$ cat src/rtl/gpio_ovr_pkg.sv
package gpio_ovr_pkg;
  typedef struct packed {
    logic pu_en;
    logic pu_val;
    logic dir_en;
    logic dir_val;
    logic val_en;
    logic val_val;
    logic ie_en;
    logic ie_val;
  } pin_ovr_t;
endpackage

$ cat src/rtl/gpio_port_regs.sv
module gpio_port_regs #(
  parameter int WIDTH = 8
) (
  input  logic             clk_i,
  input  logic             rst_ni,
  input  logic [WIDTH-1:0] wdata_i,
  input  logic             dir_wr_i,
  input  logic             out_wr_i,
  input  logic             pin_wr_i,
  input  logic [WIDTH-1:0] tgl_i,
  output logic [WIDTH-1:0] dir_o,
  output logic [WIDTH-1:0] port_o
);
  logic [WIDTH-1:0] port_base, flip_mask;

  assign port_base = out_wr_i ? wdata_i : port_o;
  // cpu toggle and peripheral toggle cancel when both hit a bit
  assign flip_mask = (pin_wr_i ? wdata_i : '0) ^ tgl_i;

  always_ff @(posedge clk_i or negedge rst_ni) begin
    if (!rst_ni) begin
      dir_o  <= '0;
      port_o <= '0;
    end else begin
      if (dir_wr_i) dir_o <= wdata_i;
      port_o <= port_base ^ flip_mask;
    end
  end
endmodule

$ cat src/rtl/gpio_pin_ctl.sv
module gpio_pin_ctl
  import gpio_ovr_pkg::*;
(
  input  pin_ovr_t ovr_i,
  input  logic     dir_i,
  input  logic     port_i,
  input  logic     sleep_i,
  input  logic     pu_dis_i,
  output logic     oe_o,
  output logic     out_o,
  output logic     pu_o,
  output logic     ie_o
);
  logic pu_reg;

  assign pu_reg = ~dir_i & port_i & ~pu_dis_i;
  assign pu_o   = ovr_i.pu_en  ? ovr_i.pu_val  : pu_reg;
  assign oe_o   = ovr_i.dir_en ? ovr_i.dir_val : dir_i;
  assign out_o  = oe_o & (ovr_i.val_en ? ovr_i.val_val : port_i);
  assign ie_o   = ovr_i.ie_en  ? ovr_i.ie_val  : ~sleep_i;
endmodule

$ cat src/rtl/gpio_in_sync.sv
module gpio_in_sync #(
  parameter int WIDTH  = 8,
  parameter int STAGES = 2
) (
  input  logic             clk_i,
  input  logic             rst_ni,
  input  logic [WIDTH-1:0] d_i,
  output logic [WIDTH-1:0] q_o
);
  logic [WIDTH-1:0] stg [STAGES];

  for (genvar s = 0; s < STAGES; s++) begin : g_stg
    always_ff @(posedge clk_i or negedge rst_ni) begin
      if (!rst_ni) stg[s] <= '0;
      else         stg[s] <= (s == 0) ? d_i : stg[(s == 0) ? 0 : s-1];
    end
  end

  assign q_o = stg[STAGES-1];
endmodule

$ cat src/rtl/gpio_port_ovr.sv
module gpio_port_ovr
  import gpio_ovr_pkg::*;
#(
  parameter int WIDTH      = 8,
  parameter int SYNC_DEPTH = 2
) (
  input  logic             clk_i,
  input  logic             rst_ni,
  input  logic [WIDTH-1:0] wdata_i,
  input  logic             dir_wr_i,
  input  logic             out_wr_i,
  input  logic             pin_wr_i,
  input  logic             dir_rd_i,
  input  logic             out_rd_i,
  input  logic             pin_rd_i,
  output logic [WIDTH-1:0] rdata_o,
  input  logic             sleep_i,
  input  logic             pu_dis_i,
  input  logic [WIDTH-1:0] pu_ovr_en_i,
  input  logic [WIDTH-1:0] pu_ovr_val_i,
  input  logic [WIDTH-1:0] dir_ovr_en_i,
  input  logic [WIDTH-1:0] dir_ovr_val_i,
  input  logic [WIDTH-1:0] val_ovr_en_i,
  input  logic [WIDTH-1:0] val_ovr_val_i,
  input  logic [WIDTH-1:0] tgl_ovr_en_i,
  input  logic [WIDTH-1:0] ie_ovr_en_i,
  input  logic [WIDTH-1:0] ie_ovr_val_i,
  input  logic [WIDTH-1:0] pad_in_i,
  output logic [WIDTH-1:0] pad_oe_o,
  output logic [WIDTH-1:0] pad_out_o,
  output logic [WIDTH-1:0] pad_pu_o,
  output logic [WIDTH-1:0] in_en_o,
  output logic [WIDTH-1:0] periph_in_o
);
  logic [WIDTH-1:0] dir_q, port_q, pin_sync;

  gpio_port_regs #(.WIDTH(WIDTH)) u_regs (
    .clk_i    (clk_i),
    .rst_ni   (rst_ni),
    .wdata_i  (wdata_i),
    .dir_wr_i (dir_wr_i),
    .out_wr_i (out_wr_i),
    .pin_wr_i (pin_wr_i),
    .tgl_i    (tgl_ovr_en_i),
    .dir_o    (dir_q),
    .port_o   (port_q)
  );

  for (genvar i = 0; i < WIDTH; i++) begin : g_pin
    pin_ovr_t ovr;
    assign ovr = '{pu_en:   pu_ovr_en_i[i],  pu_val:  pu_ovr_val_i[i],
                   dir_en:  dir_ovr_en_i[i], dir_val: dir_ovr_val_i[i],
                   val_en:  val_ovr_en_i[i], val_val: val_ovr_val_i[i],
                   ie_en:   ie_ovr_en_i[i],  ie_val:  ie_ovr_val_i[i]};

    gpio_pin_ctl u_ctl (
      .ovr_i    (ovr),
      .dir_i    (dir_q[i]),
      .port_i   (port_q[i]),
      .sleep_i  (sleep_i),
      .pu_dis_i (pu_dis_i),
      .oe_o     (pad_oe_o[i]),
      .out_o    (pad_out_o[i]),
      .pu_o     (pad_pu_o[i]),
      .ie_o     (in_en_o[i])
    );
  end

  // disabled inputs read as 0 so a floating pad stays quiet
  assign periph_in_o = pad_in_i & in_en_o;

  gpio_in_sync #(.WIDTH(WIDTH), .STAGES(SYNC_DEPTH)) u_sync (
    .clk_i  (clk_i),
    .rst_ni (rst_ni),
    .d_i    (periph_in_o),
    .q_o    (pin_sync)
  );

  assign rdata_o = ({WIDTH{dir_rd_i}} & dir_q)
                 | ({WIDTH{out_rd_i}} & port_q)
                 | ({WIDTH{pin_rd_i}} & pin_sync);
endmodule

$ cat config.mk
export PLATFORM = sky130hd
export DESIGN_NAME = gpio_port_ovr
export DESIGN_NICKNAME = d
export VERILOG_FILES = /design/src/rtl/gpio_ovr_pkg.sv /design/src/rtl/gpio_port_regs.sv /design/src/rtl/gpio_pin_ctl.sv /design/src/rtl/gpio_in_sync.sv /design/src/rtl/gpio_port_ovr.sv
export SDC_FILE = /design/constraint.sdc
export NUM_CORES = 1
export LEC_CHECK = 0
export ABC_AREA = 1
export BUFFER_PORTS_ARGS = -buffer_cell sky130_fd_sc_hd__buf_2
export CAP_MARGIN = 40
export CORE_AREA = 2 2 77 79
export DETAILED_ROUTE_END_ITERATION = 12
export DIE_AREA = 0 0 79 81
export GPL_TIMING_DRIVEN = 0
export PLACE_DENSITY = 0.83
export SYNTH_ARGS = -nofsm -noshare
export SYNTH_HDL_FRONTEND = slang
export SYNTH_SLANG_ARGS = --single-unit
$ cat constraint.sdc
create_clock -name clk_i -period 0.96 [get_ports clk_i]
set_input_delay 0.048 -clock clk_i [delete_from_list [all_inputs] [get_ports clk_i]]
set_output_delay 0.048 -clock clk_i [all_outputs]
set_load 0.01 [all_outputs]
* Word-level counts from Yosys, hierarchy flattened
Index checks and enable logic that the tools add are counted.
** Operators by class
- Multiplexer cells :: 34
- Bitwise gates (word level) :: 42
** Operator list (count)
- AND 8 bit :: 4
- two-way mux 1 bit :: 32
- AND 1 bit :: 24
- two-way mux 8 bit :: 2
- OR 8 bit :: 2
- XOR 8 bit :: 2
- NOT 1 bit :: 10
** Word-level totals
- Register bits :: 32
- Output and inout bits :: 48
- Word-level logic and storage cells :: 80

* Depth between registers and ports, before layout
- Depth after elaboration :: 4
- Mapped depth :: 7
- Depth with buffers taken out :: 5

* Hierarchy
Synthesis repeated with hierarchy kept, for this count alone.
** Second synthesis, totals
- Cells, all modules :: 379
- Area total of the unflattened synthesis :: 2294.7 um^2
** Modules (own cells, without submodules)
- gpio_port_regs :: instances 1, cells each 168, area an instance 1058.5 um^2
- gpio_pin_ctl :: instances 8, cells each 17, area an instance 71.3 um^2
- gpio_in_sync :: instances 1, cells each 24, area an instance 460.4 um^2
- gpio_port_ovr :: instances 1, cells each 51, area an instance 205.2 um^2

* Least setup slack after synthesis
No wires, ideal clock.
- Path kind :: reg2out
- Start :: reg u_regs.dir_o[0]
- End :: out pad_pu_o[0]
- Slack :: 190 ps
- Data arrival time :: 722 ps
- Path buffers :: 1
- Cell stages (with the launch flop) :: 5
- Cell sequence :: dfrtp_1 -> inv_1 -> nand3_1 -> o21ai_1 -> buf_4
** Between the ends
- Word-level cells in the longest chain between the ends :: 4
** Ends and longest elaborated chain
- from (decl) :: RTL line gpio_port_regs.sv:11 : output logic [WIDTH-1:0] dir_o,
- from (signal assigned) :: RTL line gpio_port_regs.sv:25 : if (dir_wr_i) dir_o <= wdata_i;
- NOT 1 bit :: RTL line gpio_pin_ctl.sv:16 : assign pu_reg = ~dir_i & port_i & ~pu_dis_i;
- AND 1 bit (2 in a row) :: RTL line gpio_pin_ctl.sv:16
- two-way mux 1 bit :: RTL line gpio_pin_ctl.sv:17 : assign pu_o = ovr_i.pu_en ? ovr_i.pu_val : pu_reg;
- to (decl) :: RTL line gpio_port_ovr.sv:31 : output logic [WIDTH-1:0] pad_pu_o,
No other way between the ends.

* Final worst setup path
- Start :: reg u_regs.port_o[3]
- End :: out rdata_o[3]
** Between the ends
- Word-level cells in the longest chain between the ends :: 3
** Ends and longest elaborated chain
- from (decl) :: RTL line gpio_port_regs.sv:12 : output logic [WIDTH-1:0] port_o
- from (signal assigned) :: RTL line gpio_port_regs.sv:26 : port_o <= port_base ^ flip_mask;
- AND 8 bit :: RTL line gpio_port_ovr.sv:80 : | ({WIDTH{out_rd_i}} & port_q)
- OR 8 bit :: RTL line gpio_port_ovr.sv:80
- OR 8 bit :: RTL line gpio_port_ovr.sv:81 : | ({WIDTH{pin_rd_i}} & pin_sync);
- to (decl) :: RTL line gpio_port_ovr.sv:16 : output logic [WIDTH-1:0] rdata_o,
No other way between the ends.

==> impl_metrics.toml <==
[cells_and_area]
post-route-cell-area_sq_um = 3760
area_growth_pct = 57.8
layout-drive-gt1-share_pct = 50.2
n_antenna_cell = 0
nets = 617

[global_route]
antenna_found_initial = 0
grt_pass1_wl_mm = 11.3
overflow = 0
track_usage_pct = 22.7
grt_max_degree = 33
first_global_vias = 2625

[route]
drc = 0
viasPerCell = 4.78
drtIter0Drc = 140
ant_nets = 0
first_pass_iters = 4
routed_wl_mm = 7.54
via_count = 2847
routedWlPerCell_um = 12.7

[sta]
worst_slack_ns = -0.209
fin_crit_sh_pct = 122
fmax_mhz = 856
setup_viol = 34
rsz0062_at_grt = "true"
tightest_slew_ns = 0.698
hold_viol = 0
drv_slew = 0
slew_headroom_pct = 53.4
hold_ws_ns = 0.0252
finalCriticalPeriod_ns = 1.17
fin_skew_ns = 0.0102

[power_and_ir_drop]
p_per_area_nw_per_um2 = 1260
irDropWorstVdd_mv = 0.804
p_leak_nw = 2.26

[die]
row_count = 28
core_region_area_sq_um = 5680
io_pins = 146
dieArea_sq_um = 6400
start_util_pct = 42.0
die_y_um = 81
dieWidth_um = 79

[clocking]
cts_tree = "done"
clock_path_buffers = 2
cts_root_buffer = "clkbuf_8"
cts_made_buffers = 5
cts.clk_slew.worst_paths_ns = 0.08
htreeDepth = 2
clock_sinks = 32
clk_latency_ns = 0.29

[worst_setup_path]
r2r-end = "u_regs.port_o[7]"
worstPathCellList = "buf_6 > nand2_2 > nand3_2 > buf_6"
cp.buffers_inverters = 2
worst_path_most_repeated_cell = "buf_6"
reg2reg_slack_ns = -0.16
critPathTopFamily = "flip-flops"
slowest_delay_ns = 0.42
crit_path_end_kind = "output pin"
critPathLaunchType = "register"
cp_max_fo = 3
cp.required_ns = 0.91
r2r_start = "u_regs.port_o[7]"
slowest_stage = "dfrtp_1"
worst-setup-path-type = "reg -> out"
r2r_cells = 8
critPathArrivalTime_ns = 1.12

[synth]
postSynth.asyncResetShare_pct = 100
syn_area_sq_um = 2380
yosysWarnings = 0
syn_area_per_cell_sq_um = 6.55
ys_top_cells_by_area = "dfrtp_1 (34%), nand2_1 (25%), buf_4 (10%), inv_1 (7.2%), nand3_1 (6.7%)"
synthFlopType = "dfrtp_1"
synth_nets = 462
yosysMostFrequentCell = "nand2_1"
netlist.area_leader.share_pct = 33.6
synth_common_cells = "nand2_1 (160), inv_1 (46), buf_4 (33)"
ys_seq_elements = 32
synth-edff-count = 0
ys_types = 14
yosysSeqAreaShare_pct = 33.6
synth_top_area_cell = "dfrtp_1"
synthCells = 364

[outcome]
status = "finished, violations left"
violations = "setup timing"

[placement]
port_buffers = 139
dp_hpwl_mm = 5.44
gp_congestion = 0.788
dpl-instance-area_sq_um = 3170

[hold_path]
hold_depth = 2
hp-start = "pad_in_i[4]"
worstHoldEndpoint = "u_sync.stg[12]"
hold_path_class = "in -> reg"

[job]
maxCapViolCount = 0
-- where the power goes --
| part | switching, mW | total (mW) | internal, mW |
|---|---|---|---|
| logic | 0.842 | 1.76 | 0.919 |
| registers | 0.0980 | 1.57 | 1.47 |
| clock network | 0.504 | 1.42 | 0.916 |
-- what timing repair did --
action	4_1_cts	5_1_grt
endpoints found under the setup margin	32	41
buffers inserted	22	5
pin swaps	29	27
gates resized for setup	71	36
endpoints found under the hold margin	32	0
hold buffers	1	0
-- layout by cell type (no fill, tap or decap), drive strengths merged --
cell / count
o21ai: 32
nand2: 160
inv: 50
dlygate4sd3: 1
o21a: 8
buf: 185
bufinv: 1
nand3: 32
dfrtp: 32
o211a: 8
clkbuf: 11
-- sequential cells by signal, summed over array words and instances, names as in the netlist --
register,cells
u_regs.port_o,8
u_sync.stg,8
u_regs.dir_o,8
u_sync.q_o,8
-- area by class of cell --
class,instances,area (sq um)
Buffer,26,208
Clock buffer,7,96.3
Clock inverter,1,30.0
Fill cell,493,1910
Inverter,50,195
Multi-Input combinational cell,240,1230
Sequential cell,32,803
Tap cell,75,93.8
Timing Repair Buffer,164,1100
-- metrics by stage --
step                      setup WS [ns]  utilization [%]  power (mW)  TNS (ns)  std cells
final                            -0.209             66.3        4.75     -5.42        595
after global routing             -0.273             66.3        5.01     -7.48        595
after CTS                        -0.220             64.2        4.67     -6.06        593
after detailed placement       -0.00859             55.9        2.89   -0.0116        578
after global placement           0.0197             55.9        2.85         0        578
after floorplan                   0.190                -        2.33         0        364
-- worst reg2reg max path: cells and delay by family (launching register included) --
kind | cells | cell delay, ns
flip-flops | 1 | 0.41
AND/OR/NAND/NOR | 4 | 0.22
buffers and inverters | 4 | 0.39
-- worst max path at each step --
stage | depth (start not counted) | start | endpoint
after floorplan | 4 | u_regs.dir_o[0] | pad_pu_o[0]
after global placement | 5 | u_regs.dir_o[4] | pad_pu_o[4]
after detailed placement | 6 | u_regs.dir_o[2] | pad_out_o[2]
after CTS | 4 | u_regs.dir_o[2] | pad_pu_o[2]
after global routing | 4 | u_regs.dir_o[2] | pad_pu_o[2]
final | 4 | u_regs.port_o[3] | rdata_o[3]
-- per-layer routing --
metal	wire, um	up-vias	GRT usage (%)
met5	0	-	0
met4	89	0	7.59
met3	645	7	5.78
met2	3970	138	44.3
met1	2830	1290	23.5
li1	-	1412	-
-- cells by family (layout without fill, tap and decap cells) --
family          after synthesis  in the layout  synth area share (%)
buf+inv                      92            248                  21.9
flops                        32             32                  33.6
simple gates                192            192                  31.9
compound gates               48             48                  12.6
No activity file was read; power rests on OpenSTA's default activity.
